[src/rtl/dbx_pkg.sv]
package dbx_pkg;
  localparam int NHYP      = 4;
  localparam int HIDX_W    = 2;
  localparam int NSENT     = NHYP - 1;
  localparam int SCL_W     = 3;
  localparam int SCL_SHIFT = 3;
endpackage

[src/rtl/dbx_ext_stage.sv]
// Forms the four extrinsic values and picks the hard decision.
module dbx_ext_stage
  import dbx_pkg::*;
#(
  parameter int AW = 10,
  localparam int XW = AW + 1
) (
  input  logic [NHYP*AW-1:0] apos_i,
  input  logic [NHYP*AW-1:0] intr_i,
  output logic [NHYP*XW-1:0] ext_o,
  output logic [HIDX_W-1:0]  hard_o
);
  logic signed [AW-1:0] a_s [NHYP];
  logic signed [AW-1:0] b_s [NHYP];
  logic signed [XW-1:0] e_s [NHYP];

  always_comb begin
    for (int j = 0; j < NHYP; j++) begin
      a_s[j] = apos_i[j*AW +: AW];
      b_s[j] = intr_i[j*AW +: AW];
      e_s[j] = XW'(a_s[j]) - XW'(b_s[j]);
      ext_o[j*XW +: XW] = e_s[j];
    end
  end

  // Largest a-posteriori metric; strict compare keeps the lower code on a tie.
  logic signed [AW-1:0] best;
  always_comb begin
    best   = a_s[0];
    hard_o = '0;
    for (int j = 1; j < NHYP; j++) begin
      if (a_s[j] > best) begin
        best   = a_s[j];
        hard_o = HIDX_W'(j);
      end
    end
  end
endmodule

[src/rtl/dbx_min_norm.sv]
// Finds the minimum extrinsic value, subtracts it, and packs the three others.
module dbx_min_norm
  import dbx_pkg::*;
#(
  parameter int XW = 11
) (
  input  logic [NHYP*XW-1:0]  ext_i,
  output logic [HIDX_W-1:0]   min_o,
  output logic [NSENT*XW-1:0] sel_o
);
  logic signed [XW-1:0] e_s [NHYP];
  logic signed [XW-1:0] lo;
  logic signed [XW:0]   diff [NHYP];
  logic [XW-1:0]        norm [NHYP];

  always_comb begin
    for (int j = 0; j < NHYP; j++) e_s[j] = ext_i[j*XW +: XW];
    lo    = e_s[0];
    min_o = '0;
    for (int j = 1; j < NHYP; j++) begin
      if (e_s[j] < lo) begin
        lo    = e_s[j];
        min_o = HIDX_W'(j);
      end
    end
    for (int j = 0; j < NHYP; j++) begin
      diff[j] = (XW+1)'(e_s[j]) - (XW+1)'(lo);
      norm[j] = diff[j][XW-1:0];
    end
  end

  // Slot k carries hypothesis k below the minimum index, k+1 from it on.
  always_comb begin
    for (int k = 0; k < NSENT; k++) begin
      if (HIDX_W'(k) < min_o) sel_o[k*XW +: XW] = norm[k];
      else                    sel_o[k*XW +: XW] = norm[k+1];
    end
  end
endmodule

[src/rtl/dbx_scale_sat.sv]
// Multiplies one non-negative value by scale/8, truncates, saturates.
module dbx_scale_sat
  import dbx_pkg::*;
#(
  parameter int XW = 11,
  parameter int EW = 8
) (
  input  logic [XW-1:0]    val_i,
  input  logic [SCL_W-1:0] scale_i,
  output logic [EW-1:0]    val_o
);
  localparam int PW = XW + SCL_W;
  localparam logic [XW-1:0] MAXV = XW'((1 << (EW-1)) - 1);

  logic [PW-1:0] prod;
  logic [XW-1:0] quot;

  always_comb begin
    prod  = PW'(val_i) * PW'(scale_i);
    quot  = prod[PW-1:SCL_SHIFT];
    val_o = (quot > MAXV) ? MAXV[EW-1:0] : quot[EW-1:0];
  end
endmodule

[src/rtl/dbx_extrinsic_norm.sv]
module dbx_extrinsic_norm
  import dbx_pkg::*;
#(
  parameter int AW = 10,
  parameter int EW = 8
) (
  input  logic                clk,
  input  logic                rst,
  input  logic                in_valid,
  output logic                in_ready,
  input  logic [4*AW-1:0]     apos,
  input  logic [4*AW-1:0]     intr,
  input  logic [2:0]          scale,
  output logic                out_valid,
  input  logic                out_ready,
  output logic [1:0]          out_min_idx,
  output logic [3*EW-1:0]     out_ext,
  output logic [1:0]          out_hard
);
  localparam int XW = AW + 1;

  // Stage occupancy and ready chain.
  logic v1, v2, v3;
  logic rdy1, rdy2, rdy3;
  assign rdy3     = !v3 || out_ready;
  assign rdy2     = !v2 || rdy3;
  assign rdy1     = !v1 || rdy2;
  assign in_ready = rdy1;

  // Stage 1: extrinsic values and hard decision.
  logic [NHYP*XW-1:0] ext_c, ext1;
  logic [HIDX_W-1:0]  hard_c, hard1;
  logic [SCL_W-1:0]   scl1;

  dbx_ext_stage #(.AW(AW)) ext_i (
    .apos_i (apos),
    .intr_i (intr),
    .ext_o  (ext_c),
    .hard_o (hard_c)
  );

  always_ff @(posedge clk) begin
    if (rst) v1 <= 1'b0;
    else if (rdy1) v1 <= in_valid;
    if (rdy1 && in_valid) begin
      ext1  <= ext_c;
      hard1 <= hard_c;
      scl1  <= scale;
    end
  end

  // Stage 2: minimum search, normalization and slot selection.
  logic [HIDX_W-1:0]   min_c, min2, hard2;
  logic [NSENT*XW-1:0] sel_c, sel2;
  logic [SCL_W-1:0]    scl2;

  dbx_min_norm #(.XW(XW)) min_i (
    .ext_i (ext1),
    .min_o (min_c),
    .sel_o (sel_c)
  );

  always_ff @(posedge clk) begin
    if (rst) v2 <= 1'b0;
    else if (rdy2) v2 <= v1;
    if (rdy2 && v1) begin
      min2  <= min_c;
      sel2  <= sel_c;
      hard2 <= hard1;
      scl2  <= scl1;
    end
  end

  // Stage 3: scaling and saturation into the output registers.
  logic [NSENT*EW-1:0] scl_c;

  for (genvar k = 0; k < NSENT; k++) begin : g_slot
    dbx_scale_sat #(.XW(XW), .EW(EW)) sat_i (
      .val_i   (sel2[k*XW +: XW]),
      .scale_i (scl2),
      .val_o   (scl_c[k*EW +: EW])
    );
  end

  always_ff @(posedge clk) begin
    if (rst) v3 <= 1'b0;
    else if (rdy3) v3 <= v2;
    if (rdy3 && v2) begin
      out_ext     <= scl_c;
      out_min_idx <= min2;
      out_hard    <= hard2;
    end
  end

  assign out_valid = v3;
endmodule

[config.mk]
export PLATFORM = sky130hd
export DESIGN_NAME = dbx_extrinsic_norm
export DESIGN_NICKNAME = d
export VERILOG_FILES = /design/src/rtl/dbx_pkg.sv /design/src/rtl/dbx_ext_stage.sv /design/src/rtl/dbx_min_norm.sv /design/src/rtl/dbx_scale_sat.sv /design/src/rtl/dbx_extrinsic_norm.sv
export SDC_FILE = /design/constraint.sdc
export NUM_CORES = 1
export LEC_CHECK = 0
export BUFFER_PORTS_ARGS = -buffer_cell sky130_fd_sc_hd__buf_2
export CORE_MARGIN = 1
export CORE_UTILIZATION = 55
export CTS_CLUSTER_DIAMETER = 60
export DETAILED_ROUTE_END_ITERATION = 6
export PLACE_DENSITY = 0.75
export REMOVE_ABC_BUFFERS = 1
export SYNTH_ARGS = -nofsm -noshare
export SYNTH_HDL_FRONTEND = slang
export SYNTH_HIERARCHICAL = 1
export SYNTH_SLANG_ARGS = --single-unit
[constraint.sdc]
create_clock -name clk -period 9.9 [get_ports clk]
set_clock_uncertainty 0.05 [all_clocks]
set_input_delay 0.495 -clock clk [delete_from_list [all_inputs] [get_ports clk]]
set_output_delay 0.495 -clock clk [all_outputs]
set_load 0.005 [all_outputs]
Word level (Yosys, flattened, before mapping)
Cells that the tools add are included.

Output and inout port bits: 30. Logic and storage cells: 62. Register bits after elaboration: 120.

Multiplexer cells: 13. Reductions and logical operators: 10. $add $sub $neg: 8. Multiply operators: 3. $lt $le $gt $ge: 12.

Operators with widths (number): $mux W11 (6); $sub A10 B10 Y11 (4); $sub A11 B11 Y11 (4); $mul A11 B3 Y14 (3); $gt A11 B7 Y1 const B (3); $lt A11 B11 Y1 (3); $gt A10 B10 Y1 (3); $mux W10 (2); $lt A1 B2 Y1 const A (2); $mux W2 (2); $logic_and A1 B1 Y1 (3); $logic_not A1 Y1 (3); $logic_or A1 B1 Y1 (3); $mux W1 (3); $lt A2 B2 Y1 const A (1); $reduce_or A2 Y1 (1).

Depth between registers and ports, before layout
Gate-level depths: netlist (run 1).

Depth in word-level cells: 8. Gate-level depth with buffers: 44. Gate-level depth less buffers: 39.

Modules after synthesis
Netlist (run 1), hierarchy kept.

By module, submodules not included: dbx_extrinsic_norm (area each 3647.2 sq um, cells each 132, times used 1); dbx_min_norm (area each 3080.5 sq um, cells each 424, times used 1); dbx_ext_stage (area each 2817.7 sq um, cells each 399, times used 1); dbx_scale_sat at g_slot[0].sat_i (area each 1072.3 sq um, cells each 146, times used 1); dbx_scale_sat at g_slot[1].sat_i (area each 1003.5 sq um, cells each 133, times used 1); dbx_scale_sat at g_slot[2].sat_i (area each 979.7 sq um, cells each 128, times used 1).

Worst setup path after synthesis (run 1)
OpenSTA, ideal clock, no wires.

Path kind: register -> register. Start: reg ext1[10]. End: reg sel2[10], data pin. Setup slack: 1402 ps. Path buffers: 4. Setup time: 263 ps. Arrival: 8184 ps. Stages on the path, launching flop included: 42. Cell sequence: edfxtp_1 > inv_1 > ha_1 > buf_2 > nand4_1 > o221ai_1 > a211oi_2 > xnor2_1 > clkbuf_1 > nor2_1 > a21oi_1 > ha_1 > or4_1 > o21ai_0 > nor2_1 > nor4b_2 > o21ai_0 > mux2i_1 > [6 not listed] > a211oi_2 > o21ai_1 > a31oi_4 > buf_2 > buf_2 > o21ai_0 > ha_1 > fa_1 > nor2b_1 > o21ai_0 > a21boi_0 > o21ai_0 > a21oi_1 > a21o_1 > a21oi_1 > xnor2_1 > mux2i_1 > xnor2_1.

Cells in the longest elaborated chain, start to end: 8. Elaborated cells on any way between the ends: 13.

RTL lines: start, declared (line dbx_extrinsic_norm.sv:31) `logic [NHYP*XW-1:0] ext_c, ext1;`; start signal, assigned (line dbx_extrinsic_norm.sv:46) `ext1 <= ext_c;`; $lt A11 B11 Y1 (line dbx_min_norm.sv:21) `if (e_s[j] < lo) begin`; $mux W11 (line dbx_min_norm.sv:21); $lt A11 B11 Y1 (line dbx_min_norm.sv:21); $mux W11 (line dbx_min_norm.sv:21); $lt A11 B11 Y1 (line dbx_min_norm.sv:21); $mux W11 / $mux W2 (equally long branches) (line dbx_min_norm.sv:21); $sub A11 B11 Y11 / $lt A1 B2 Y1 (equally long branches) (line dbx_min_norm.sv:27, dbx_min_norm.sv:35); $mux W11 (*) (line dbx_min_norm.sv:35) `if (HIDX_W'(k) < min_o) sel_o[k*XW +: XW] = norm[k];`; named net sel_c[10] (line dbx_extrinsic_norm.sv:54) `logic [NSENT*XW-1:0] sel_c, sel2;`; end signal, assigned (line dbx_extrinsic_norm.sv:68) `sel2 <= sel_c;`; end, declared (line dbx_extrinsic_norm.sv:54).

The timed path passes the listed nets; every way through them passes the cells marked *. A chain may end at the register's enable or synchronous reset.

Worst setup path in the final report (run 1)
Start: reg ext1[21]. End: reg sel2[21], data pin.

Same word-level chain as after synthesis.

==> implementation parameters, run 1 <==
Parameter                              Value

Routing
  Residual DRC ... 0
  Antenna Nets Post-Route ... 0
  Final wirelength ... approximately 28,000 um
  Number of optimization iterations in the first detailed-route pass ... 5
  Number of vias per cell after detailed routing ... 5.60
  Initial drt markers ... approximately 590
  Via count ... 9,965
  Wire length per cell after detailed routing ... 15.7 um

Worst setup path
  Endpoint type of the worst setup path ... register
  Startpoint type of the worst setup path ... register
  Category of the critical setup timing path ... register to register
  Biggest cell delay along the critical path ... between 500 and 600 ps
  Crit path max-delay cell type ... sky130_fd_sc_hd__or4_1
  Worst path required time ... about 10,000 ps
  Crit path top cell by count ... sky130_fd_sc_hd__o21ai_0
  Highest fanout seen on the critical path ... 38
  Crit path arrival time ... 9470 ps

Placed design
  Port buffer count ... 116
  Post-placement cell area ... between 10,000 and 15,000 um^2
  # placed instances ... 1,745
  Gpl congestion ... 0.970
  Detailed placement HPWL ... 23,300 um

Global routing
  Largest net degree at the start of global routing ... 50
  GRT Residual Overflow ... 0
  Wire length of the first global-routing pass ... 45,500 um
  Antenna violations before repair ... 0
  Vias in the first global route ... approximately 9,600
  GRT Util Overall ... 0.244

Timing
  Minimum clock period ... 9370 ps
  Post-route fraction of the period consumed by the critical path ... 0.946
  Pins Over Slew Limit ... 0
  Worst slew pin tran ... 1080 ps
  Max Clk Rate ... 107 MHz
  Setup-failing EPs final ... 0
  Max-Slew Margin vs Limit ... 0.282
  Count of endpoints failing hold in the final timing report ... 0

Pwr
  Power per cell area ... 377 nW/um^2
  Switching part of the total power ... 0.475
  Portion of total power attributed to combinational logic ... 0.717
  Internal power of the cells ... 2.77 mW
  Net switching power of the design ... 2.51 mW
  Relative contribution of sequential cells to total power ... 0.179
  Worst supply voltage drop on vdd ... just under 0.0002 V
  Leak pwr ... 6.46 nW
  Clock power frac ... 0.104

Synthesis
  Top area cells in the synthesized netlist ... sky130_fd_sc_hd__edfxtp_1 (28%), sky130_fd_sc_hd__ha_1 (17%), sky130_fd_sc_hd__fa_1 (6.0%), sky130_fd_sc_hd__inv_1 (5.0%), sky130_fd_sc_hd__nand2_1 (4.4%)
  Area share of the largest cell type after synthesis ... 0.279
  Synthesized instance count ... 1,362
  Share of the yosys chip area belonging to registers ... 0.284
  Synth Warn # ... 6
  Post-synthesis cell type count ... 87
  Dominant cell type by area after synthesis ... sky130_fd_sc_hd__edfxtp_1
  Synthesized cell area ... 12,600 um^2
  Synthesized area divided by synthesized cell count ... 9.25 um^2
  Post-synth EDFFs ... 117
  Flip-flop and latch count after synthesis ... 120
  Top flip-flop cell by instance count after synthesis ... sky130_fd_sc_hd__edfxtp_1
  Fraction of registers with async set or reset after synthesis ... 0

Clock network
  Clk root buf ... sky130_fd_sc_hd__clkbuf_16
  CTS H-tree lvls ... 4
  Post-CTS Hold Buffers ... 0
  Deepest clock path buffer count ... 2
  Clock Pin Slew Worst Setup and Hold Paths ... 50 ps
  Insertion delay of the later-clocked pin in the worst-skew pair ... 420 ps
  TritonCTS clock tree ... built
  Total number of clock tree sinks ... 120
  Number of buffers inserted during clock tree synthesis ... 17

Floorplan
  CORE AREA ... 22,600 um^2
  Vertical die dimension ... approximately 150 um
  Effective utilization at floorplan ... 0.558
  Total Die Area ... 23,500 um^2
  I/O Pins ... about 120
  Site Rows ... 55
  Floorplan die width ... between 150 and 200 um

Layout
  Post-synthesis to final-layout area growth ... 11.2%
  Share of final-layout standard cells stronger than drive strength 1 ... 0.147
  Finished Layout Cells ... 1,778
  # nets final ... 1,778
  Final standard cell area without fillers ... approximately 14,000 um^2
  Inserted Diodes ... 0

Run
  # Max-Cap Violations ... 0

Hold path
  Path type of the worst min-delay path ... input port to register

Run status
  Outcome ... finished, final reports clean
[cell usage in the layout (no fill, tap or decap), types with 5 or more instances in the layout]
master,instances
sky130_fd_sc_hd__o21ai_1,9
sky130_fd_sc_hd__and2_1,40
sky130_fd_sc_hd__a21oi_1,67
sky130_fd_sc_hd__xor2_1,36
sky130_fd_sc_hd__ha_1,172
sky130_fd_sc_hd__nor3_1,23
sky130_fd_sc_hd__clkbuf_16,17
sky130_fd_sc_hd__buf_2,116
sky130_fd_sc_hd__nand3_1,10
sky130_fd_sc_hd__fa_1,38
sky130_fd_sc_hd__a21boi_0,13
sky130_fd_sc_hd__xnor2_1,40
sky130_fd_sc_hd__inv_1,167
sky130_fd_sc_hd__o21a_1,19
sky130_fd_sc_hd__buf_4,9
sky130_fd_sc_hd__nand2_1,148
sky130_fd_sc_hd__clkinv_2,6
sky130_fd_sc_hd__nor2b_1,28
sky130_fd_sc_hd__a21o_1,22
sky130_fd_sc_hd__nor2_1,71
sky130_fd_sc_hd__mux2i_1,28
sky130_fd_sc_hd__o31ai_1,9
sky130_fd_sc_hd__o21ai_0,74
sky130_fd_sc_hd__edfxtp_1,117
sky130_fd_sc_hd__a211oi_1,5
sky130_fd_sc_hd__a31oi_1,13
sky130_fd_sc_hd__and2_2,5
sky130_fd_sc_hd__nand3b_1,5
sky130_fd_sc_hd__nand4_1,29
sky130_fd_sc_hd__nand2b_1,22
sky130_fd_sc_hd__mux2_1,5
sky130_fd_sc_hd__mux2_2,17
sky130_fd_sc_hd__o211ai_1,5
[worst paths after layout]
kind	from	to	slack (ps)	depth (start not counted)
worst max-delay path	ext1[21]	sel2[21]	530	41
worst min-delay path	scale[1]	scl1[1]	200	1
worst max register to register	ext1[21]	sel2[21]	530	41
worst min register to register	hard2[0]	out_hard[0]	370	0
[per-stage QoR]
step / hold slack [ps] / setup TNS (ps) / utilization / worst slack [ps] / total power [mW]
3_5_place_dp: 357 / 0 / 0.596 / 524 / 4.65
4_1_cts: 184 / 0 / 0.619 / 481 / 5.23
2_1_floorplan: 350 / 0 / - / 172 / 3.74
6_report: 204 / 0 / 0.621 / 530 / 5.28
5_1_grt: 184 / -37.5 / 0.621 / -21.8 / 5.73
3_3_place_gp: 354 / 0 / 0.596 / 647 / 4.59
[area by class of cell]
type | instances | area, um^2
inverters | 168 | 631
well taps | 285 | 357
clock buffers | 23 | 478
clock inverters | 9 | 52.6
fillers | 1921 | 8560
repair buffers | 126 | 663
flip-flops and latches | 120 | 3570
multi-input cells | 1047 | 8250
[cell families (layout without fill, tap and decap cells)]
logic type | after synthesis | count (layout) | synth area share
AOI/OAI and AO/OA | 288 | 288 | 0.154
buffers and inverters | 195 | 326 | 0.0634
xor gates and xnor gates | 76 | 76 | 0.0528
muxes | 51 | 51 | 0.0431
other | 3 | 3 | 0.000894
and+or+nand+nor | 418 | 418 | 0.170
DFF | 120 | 120 | 0.284
adders and majority gates | 211 | 211 | 0.232
[power groups by stage]
stage	combinational [mW]	sequential (mW)	clock (mW)
6_report	3.79	0.946	0.549
5_1_grt	4.19	0.958	0.581
4_1_cts	3.73	0.945	0.560
3_5_place_dp	3.70	0.954	0
3_3_place_gp	3.65	0.949	0
2_1_floorplan	2.83	0.915	0
[flip-flops by register name (all words and copies together) (netlist names)]
| name | count |
|---|---|
| ext1 | 44 |
| hard1 | 2 |
| hard2 | 2 |
| min2 | 2 |
| out_ext | 24 |
| out_hard | 2 |
| out_min_idx | 2 |
| out_valid | 1 |
| scl1 | 3 |
| scl2 | 3 |
| sel2 | 33 |
| v1 | 1 |
| v2 | 1 |
[metal layers]
metal / up-vias / track usage / part of all wire
li1: 5039 / - / -
met1: 4592 / 0.304 / 0.45
met2: 268 / 0.404 / 0.46
met3: 66 / 0.0346 / 0.035
met4: 0 / 0.144 / 0.052
met5: - / 0 / 0
[worst max-delay path: cells and delay by family, from the launching register on]
kind / cells / cell delay (ps)
DFF: 1 / 440
buffers and inverters: 3 / 760
muxes: 2 / 370
xor gates and xnor gates: 3 / 470
AOI/OAI and AO/OA: 18 / 3140
adders and majority gates: 5 / 1450
and+or+nand+nor: 10 / 2400
[cell usage after synthesis, drive strengths merged, types with 28 or more instances]
library cell  instances
ha                  173
inv                 168
nand2               149
edfxtp              117
o21ai                84
nor2                 72
a21oi                70
and2                 45
xnor2                40
fa                   38
xor2                 36
nand4                29
nor2b                29
mux2i                28
[what timing repair did]
action	4_1_cts	5_1_grt
endpoints found under the hold margin	0	0
gates resized for setup	0	5
setup endpoints to repair	0	9
setup buffers	0	1
Power figures use the tool's default switching activity.
==> inputs of run 2 (changes only) <==
Settings changed: CORE_MARGIN 1 to 2.
==> run 2 against run 1 <==
Final cell count increased by 0.39%. Power increased by 2.0%. Sequential share of layout area decreased by 0.14 points. Routed wire length increased by 2.7%. Clock power increased by 8.2%. Utilization increased by 0.33 points. Worst setup slack improved by 78 ps. Die area increased by 2.6%. Sequential power about the same. Critical path type unchanged. Largest power group unchanged.
==> implementation parameters, run 2 (synthesized netlist as in run 1, its figures left out) <==
Parameter                              Value

Layout
  Fillcell total ... 1,898 (was 1,921)
  Post-synthesis to final-layout area growth ... 11.8% (was 11.2%)
  Register with the most flip-flops ... ext1 (unchanged)
  Final core utilization ... 0.624 (was 0.621)
  Finished Layout Cells ... 1,785 (was 1,778)
  Share of final-layout standard cells stronger than drive strength 1 ... 0.152 (was 0.147)
  # nets final ... 1,785 (was 1,778)
  Number of flip-flops in the largest register ... 44 (unchanged)
  Final standard cell area without fillers ... 14,100 um^2 (was 14,000 um^2)
  Most used cells in the layout excluding fill and tap cells ... sky130_fd_sc_hd__ha_1 (172), sky130_fd_sc_hd__inv_1 (167), sky130_fd_sc_hd__nand2_1 (148), sky130_fd_sc_hd__edfxtp_1 (117), sky130_fd_sc_hd__buf_2 (116) (unchanged)
  Inserted Diodes ... 0 (unchanged)
  Regs by FF count ... ext1 (44), sel2 (33), out_ext (24) (unchanged)
  Most common cell after layout, fill and taps aside ... sky130_fd_sc_hd__ha_1 (unchanged)

Floorplan
  CORE AREA ... 22,600 um^2 (unchanged)
  Vertical die dimension ... 155 um (was 153 um)
  Total Die Area ... 24,100 um^2 (was 23,500 um^2)
  Site Rows ... 55 (unchanged)
  Floorplan die width ... 155 um (was 153 um)
  Effective utilization at floorplan ... 0.558 (unchanged)
  I/O Pins ... 117 (unchanged)

Worst setup path
  Path depth of the worst reg2reg path ... 42 (was 41)
  Critical Path Sink ... sel2[10] (was sel2[21])
  Crit Reg-Reg Startpoint ... ext1[10] (was ext1[21])
  CP Buf/Inv Count ... 5 (was 3)
  Category of the critical setup timing path ... register to register (unchanged)
  Startpoint type of the worst setup path ... register (unchanged)
  Highest fanout seen on the critical path ... 19 (was 38)
  Gate family responsible for the most delay along the worst path ... compound AO/OA/AOI/OAI gates (unchanged)
  Worst path required time ... 10,010 ps (was 10,000 ps)
  Crit path arrival time ... 9400 ps (was 9470 ps)
  Crit path top cell by count ... sky130_fd_sc_hd__o21ai_0 (unchanged)
  Biggest cell delay along the critical path ... 550 ps (was 540 ps)
  Flop2flop setup slack ... 610 ps (was 530 ps)
  Crit path max-delay cell type ... sky130_fd_sc_hd__or4_1 (unchanged)
  Endpoint type of the worst setup path ... register (unchanged)
  Worst R2R End ... sel2[10] (was sel2[21])
  Number of logic stages on the critical path including buffering ... 42 (was 41)
  Critical path launch point ... ext1[10] (was ext1[21])

Clock network
  Deepest clock path buffer count ... 2 (unchanged)
  Insertion delay of the later-clocked pin in the worst-skew pair ... 430 ps (was 420 ps)
  Post-CTS Hold Buffers ... 0 (unchanged)
  Number of buffers inserted during clock tree synthesis ... 17 (unchanged)
  Clock Pin Slew Worst Setup and Hold Paths ... 60 ps (was 50 ps)
  CTS H-tree lvls ... 4 (unchanged)
  Total number of clock tree sinks ... 120 (unchanged)
  Clk root buf ... sky130_fd_sc_hd__clkbuf_16 (unchanged)
  TritonCTS clock tree ... built (unchanged)

Pwr
  Worst supply voltage drop on vdd ... 0.000190 V (was 0.000193 V)
  Power per cell area ... 382 nW/um^2 (was 377 nW/um^2)
  Leak pwr ... 6.50 nW (was 6.46 nW)
  Tot Pwr ... 5.39 mW (was 5.28 mW)

Global routing
  GRT Residual Overflow ... 0 (unchanged)
  GRT Util Overall ... 0.243 (was 0.244)
  Antenna violations before repair ... 0 (unchanged)
  Largest net degree at the start of global routing ... 50 (unchanged)
  Vias in the first global route ... 9,782 (was 9,578)
  Wire length of the first global-routing pass ... 46,700 um (was 45,500 um)

Placed design
  Port buffer count ... 116 (unchanged)
  Setup slack after placement ... 652 ps (was 524 ps)
  Post-placement cell area ... 13,500 um^2 (was 13,400 um^2)
  Gpl congestion ... 0.968 (was 0.970)
  # placed instances ... 1,748 (was 1,745)
  Detailed placement HPWL ... 23,700 um (was 23,300 um)

Routing
  Final wirelength ... 28,700 um (was 27,900 um)
  Wire length per cell after detailed routing ... 16.1 um (was 15.7 um)
  Number of optimization iterations in the first detailed-route pass ... 5 (unchanged)
  Antenna Nets Post-Route ... 0 (unchanged)
  Via count ... 10,100 (was 9,965)
  Number of vias per cell after detailed routing ... 5.66 (was 5.60)
  Initial drt markers ... 641 (was 589)
  Residual DRC ... 0 (unchanged)

Timing
  Minimum clock period ... 9290 ps (was 9370 ps)
  Final worst setup slack ... 608 ps (was 530 ps)
  Max Clk Rate ... 108 MHz (was 107 MHz)
  Count of endpoints failing hold in the final timing report ... 0 (unchanged)
  Pins Over Slew Limit ... 0 (unchanged)
  Worst slew pin tran ... 1070 ps (was 1080 ps)
  Post-route fraction of the period consumed by the critical path ... 0.939 (was 0.946)
  Max-Slew Margin vs Limit ... 0.286 (was 0.282)
  Setup-failing EPs final ... 0 (unchanged)

Run status
  Outcome ... finished, final reports clean (unchanged)

Run
  # Max-Cap Violations ... 0 (unchanged)

Hold path
  Path type of the worst min-delay path ... input port to register (unchanged)
## run 2: cell types whose count changed in the layout (fill, tap and decap cells not counted), moves of 3 or more
cell | previous run | this run
sky130_fd_sc_hd__inv_6 | 0 | 6
sky130_fd_sc_hd__buf_4 | 9 | 17
sky130_fd_sc_hd__clkbuf_8 | 3 | 0
sky130_fd_sc_hd__clkbuf_1 | 3 | 0
sky130_fd_sc_hd__clkinv_4 | 0 | 3
sky130_fd_sc_hd__clkinv_2 | 6 | 2
## run 2: cell type report
class                      instances  area [um^2]  share of cell area
timing repair buffer             133          708              0.0503
clock buffer                      17          425              0.0302
sequential                       120         3570               0.254
clock inverter                    15          141              0.0100
multi-input combinational       1047         8250               0.586
inverter                         168          631              0.0448
tap                              285          357              0.0253
## run 2: power by group
part / leakage [nW] / switching [mW] / internal, mW / total (mW)
Sequential: 1.10 / 0.0929 / 0.850 / 0.943
Clock: 0.271 / 0.245 / 0.349 / 0.594
Combinational: 5.13 / 2.24 / 1.61 / 3.85
## run 2: what timing repair did
item,4_1_cts,5_1_grt
endpoints found under the setup margin,0,3
buffers inserted,0,5
resized for setup,0,3
## run 2: stage by stage
stage,hold WS (ps),setup TNS (ps)
floorplan,350,0
global placement,353,0
detailed placement,356,0
CTS,177,0
global route,183,-8.40
finish,198,0
## run 2: how the worst min path moves through the flow
stage | from | to | slack, ps | cells after the start
detailed placement | hard2[0] | out_hard[0] | 360 | 0
CTS | scale[0] | scl1[0] | 180 | 1
global placement | scl1[1] | scl2[1] | 350 | 0
floorplan | hard1[0] | hard2[0] | 350 | 0
finish | scale[0] | scl1[0] | 200 | 1
global route | scale[0] | scl1[0] | 180 | 1
## run 2: layer usage
layer / global-route usage / part of all wire / vias up
met3: 0.0329 / 0.047 / 74
met1: 0.309 / 0.44 / 4640
met2: 0.408 / 0.47 / 314
met5: 0 / 0 / -
li1: - / - / 5072
met4: 0.118 / 0.043 / 0
==> inputs of run 3 (changes only) <==
Settings changed: RECOVER_POWER set to 25.
==> run 3 against run 2 <==
Maximum frequency grew 0.23%. Non-clock buffer count is the same. Critical endpoint unchanged. Sequential cell count is the same. Sequential share of layout area about the same. Routed wire length decreased by 0.16%. Final area about the same. First-iteration DRC count increased by 12%. Clock power hardly changed. Die area did not move.
==> implementation parameters, run 3 (synthesized netlist as in run 1, its figures left out) <==
Parameter                              Value

Timing
  Hold WS ... 200 ps (was 198 ps)
  Worst slew pin tran ... 1320 ps (was 1070 ps)
  Count of endpoints failing hold in the final timing report ... 0 (unchanged)
  Setup-failing EPs final ... 0 (unchanged)
  Pins Over Slew Limit ... 0 (unchanged)
  Max Clk Rate ... 108 MHz (about the same)
  Post-route fraction of the period consumed by the critical path ... 0.936 (was 0.939)
  Final worst setup slack ... 629 ps (was 608 ps)
  Max-Slew Margin vs Limit ... 0.123 (was 0.286)
  Minimum clock period ... 9270 ps (was 9290 ps)

Floorplan
  Site Rows ... 55 (unchanged)
  Floorplan die width ... 155 um (unchanged)
  Effective utilization at floorplan ... 0.558 (unchanged)
  CORE AREA ... 22,600 um^2 (unchanged)
  Vertical die dimension ... 155 um (unchanged)
  Total Die Area ... 24,100 um^2 (unchanged)
  I/O Pins ... 117 (unchanged)

Routing
  Antenna Nets Post-Route ... 0 (unchanged)
  Number of vias per cell after detailed routing ... 5.65 (was 5.66)
  Wire length per cell after detailed routing ... 16.1 um (about the same)
  Initial drt markers ... 721 (was 641)
  Final wirelength ... 28,700 um (about the same)
  Via count ... 10,080 (was 10,100)
  Residual DRC ... 0 (unchanged)
  Number of optimization iterations in the first detailed-route pass ... 5 (unchanged)

Layout
  Register area ... 3570 um^2 (unchanged)
  Inserted Diodes ... 0 (unchanged)
  Final core utilization ... 0.623 (was 0.624)
  # nets final ... 1,785 (unchanged)
  Share of final-layout standard cells stronger than drive strength 1 ... 0.148 (was 0.152)
  Regs by FF count ... ext1 (44), sel2 (33), out_ext (24) (unchanged)
  Multi-input logic area ... 8250 um^2 (unchanged)
  Number of flip-flops in the largest register ... 44 (unchanged)
  Final standard cell area without fillers ... 14,100 um^2 (about the same)
  Fillcell total ... 1,903 (was 1,898)
  Post-synthesis to final-layout area growth ... 11.7% (was 11.8%)
  Register with the most flip-flops ... ext1 (unchanged)
  Most common cell after layout, fill and taps aside ... sky130_fd_sc_hd__ha_1 (unchanged)
  Most used cells in the layout excluding fill and tap cells ... sky130_fd_sc_hd__ha_1 (172), sky130_fd_sc_hd__inv_1 (167), sky130_fd_sc_hd__nand2_1 (148), sky130_fd_sc_hd__edfxtp_1 (117), sky130_fd_sc_hd__buf_2 (111) (was sky130_fd_sc_hd__ha_1 (172), sky130_fd_sc_hd__inv_1 (167), sky130_fd_sc_hd__nand2_1 (148), sky130_fd_sc_hd__edfxtp_1 (117), sky130_fd_sc_hd__buf_2 (116))

Global routing
  Vias in the first global route ... 9,782 (unchanged)
  Largest net degree at the start of global routing ... 50 (unchanged)
  GRT Util Overall ... 0.243 (unchanged)
  Antenna violations before repair ... 0 (unchanged)
  Wire length of the first global-routing pass ... 46,700 um (unchanged)
  GRT Residual Overflow ... 0 (unchanged)

Run
  # Max-Cap Violations ... 0 (unchanged)

Run status
  Outcome ... finished, final reports clean (unchanged)

Hold path
  Endpoint of the worst hold path ... scl1[0] (unchanged)
  Beginning of the worst hold path ... scale[0] (unchanged)
  Path type of the worst min-delay path ... input port to register (unchanged)
  Hold Crit Depth ... 1 (unchanged)

Worst setup path
  Highest fanout seen on the critical path ... 19 (unchanged)
  Worst path required time ... 10,010 ps (about the same)
  Crit path top cell by count ... sky130_fd_sc_hd__o21ai_0 (unchanged)
  Crit Reg-Reg Startpoint ... ext1[10] (unchanged)
  Path depth of the worst reg2reg path ... 42 (unchanged)
  Crit path max-delay cell type ... sky130_fd_sc_hd__or4_1 (unchanged)
  Worst R2R End ... sel2[10] (unchanged)
  Biggest cell delay along the critical path ... 550 ps (about the same)
  Endpoint type of the worst setup path ... register (unchanged)
  Startpoint type of the worst setup path ... register (unchanged)
  Category of the critical setup timing path ... register to register (unchanged)
  Crit path arrival time ... 9380 ps (was 9400 ps)
  Flop2flop setup slack ... 630 ps (was 610 ps)

Clock network
  CTS H-tree lvls ... 4 (unchanged)
  Clock Pin Slew Worst Setup and Hold Paths ... 60 ps (about the same)
  Total number of clock tree sinks ... 120 (unchanged)
  Post-CTS Hold Buffers ... 0 (unchanged)
  Clk root buf ... sky130_fd_sc_hd__clkbuf_16 (unchanged)
  Insertion delay of the later-clocked pin in the worst-skew pair ... 420 ps (was 430 ps)
  Deepest clock path buffer count ... 2 (unchanged)
  Number of buffers inserted during clock tree synthesis ... 17 (unchanged)
  TritonCTS clock tree ... built (unchanged)

Pwr
  Leak pwr ... 6.48 nW (was 6.50 nW)
  Tot Pwr ... 5.38 mW (was 5.39 mW)
  Worst supply voltage drop on vdd ... 0.000189 V (was 0.000190 V)
  Power per cell area ... 383 nW/um^2 (was 382 nW/um^2)

Placed design
  Setup slack after placement ... 652 ps (unchanged)
  Port buffer count ... 116 (unchanged)
  Detailed placement HPWL ... 23,700 um (unchanged)
  Gpl congestion ... 0.968 (unchanged)
  Post-placement cell area ... 13,500 um^2 (unchanged)
run 3: cell count changes in the layout (fill, tap and decap cells not counted), sizes merged:
cell    delta
buf        -6
clkbuf     +6
run 3: metrics by stage:
stage | std cells | TNS (ps)
detailed placement | 1748 | 0
floorplan | 1335 | 0
CTS | 1780 | 0
finish | 1785 | 0
global placement | 1748 | 0
global route | 1785 | -8.40
run 3: critical path: cells and delay by family (launching register included):
kind	cells	cell delay, ps
AO/OA/AOI/OAI	19	3450
flip-flops	1	430
XOR/XNOR	3	530
buffers and inverters	5	820
multiplexers	2	360
adder cells (fa/ha/maj)	4	1200
AND/OR/NAND/NOR	9	2180
run 3: repair_timing:
action,in CTS,in global routing
endpoints found under the setup margin,0,3
resized for setup,0,3
buffers inserted,0,5
run 3: final cells by class:
cell class                      instances  share of cell area
Tap cell                              285              0.0253
Sequential cell                       120               0.254
Inverter                              168              0.0448
Clock inverter                         15              0.0100
Timing Repair Buffer                  133              0.0496
Clock buffer                           17              0.0302
Multi-Input combinational cell       1047               0.586
run 3: per-layer routing:
layer / GRT usage / share of wire / up-vias
met2: 0.408 / 0.47 / 303
met1: 0.309 / 0.44 / 4640
met5: 0 / 0 / -
met4: 0.118 / 0.042 / 0
li1: - / - / 5066
met3: 0.0329 / 0.045 / 71
run 3: worst max path at each step:
stage	from	endpoint	slack, ps	cells after the start
global placement	ext1[21]	sel2[21]	900	39
CTS	ext1[21]	sel2[10]	620	39
floorplan	ext1[21]	sel2[10]	170	35
detailed placement	ext1[21]	sel2[10]	650	39
global route	ext1[21]	sel2[21]	-5	40
finish	ext1[10]	sel2[10]	630	42
run 3: power by group:
part	switching, mW	internal [mW]	leakage (nW)
logic	2.24	1.61	5.11
registers	0.0923	0.851	1.10
clock network	0.245	0.349	0.271
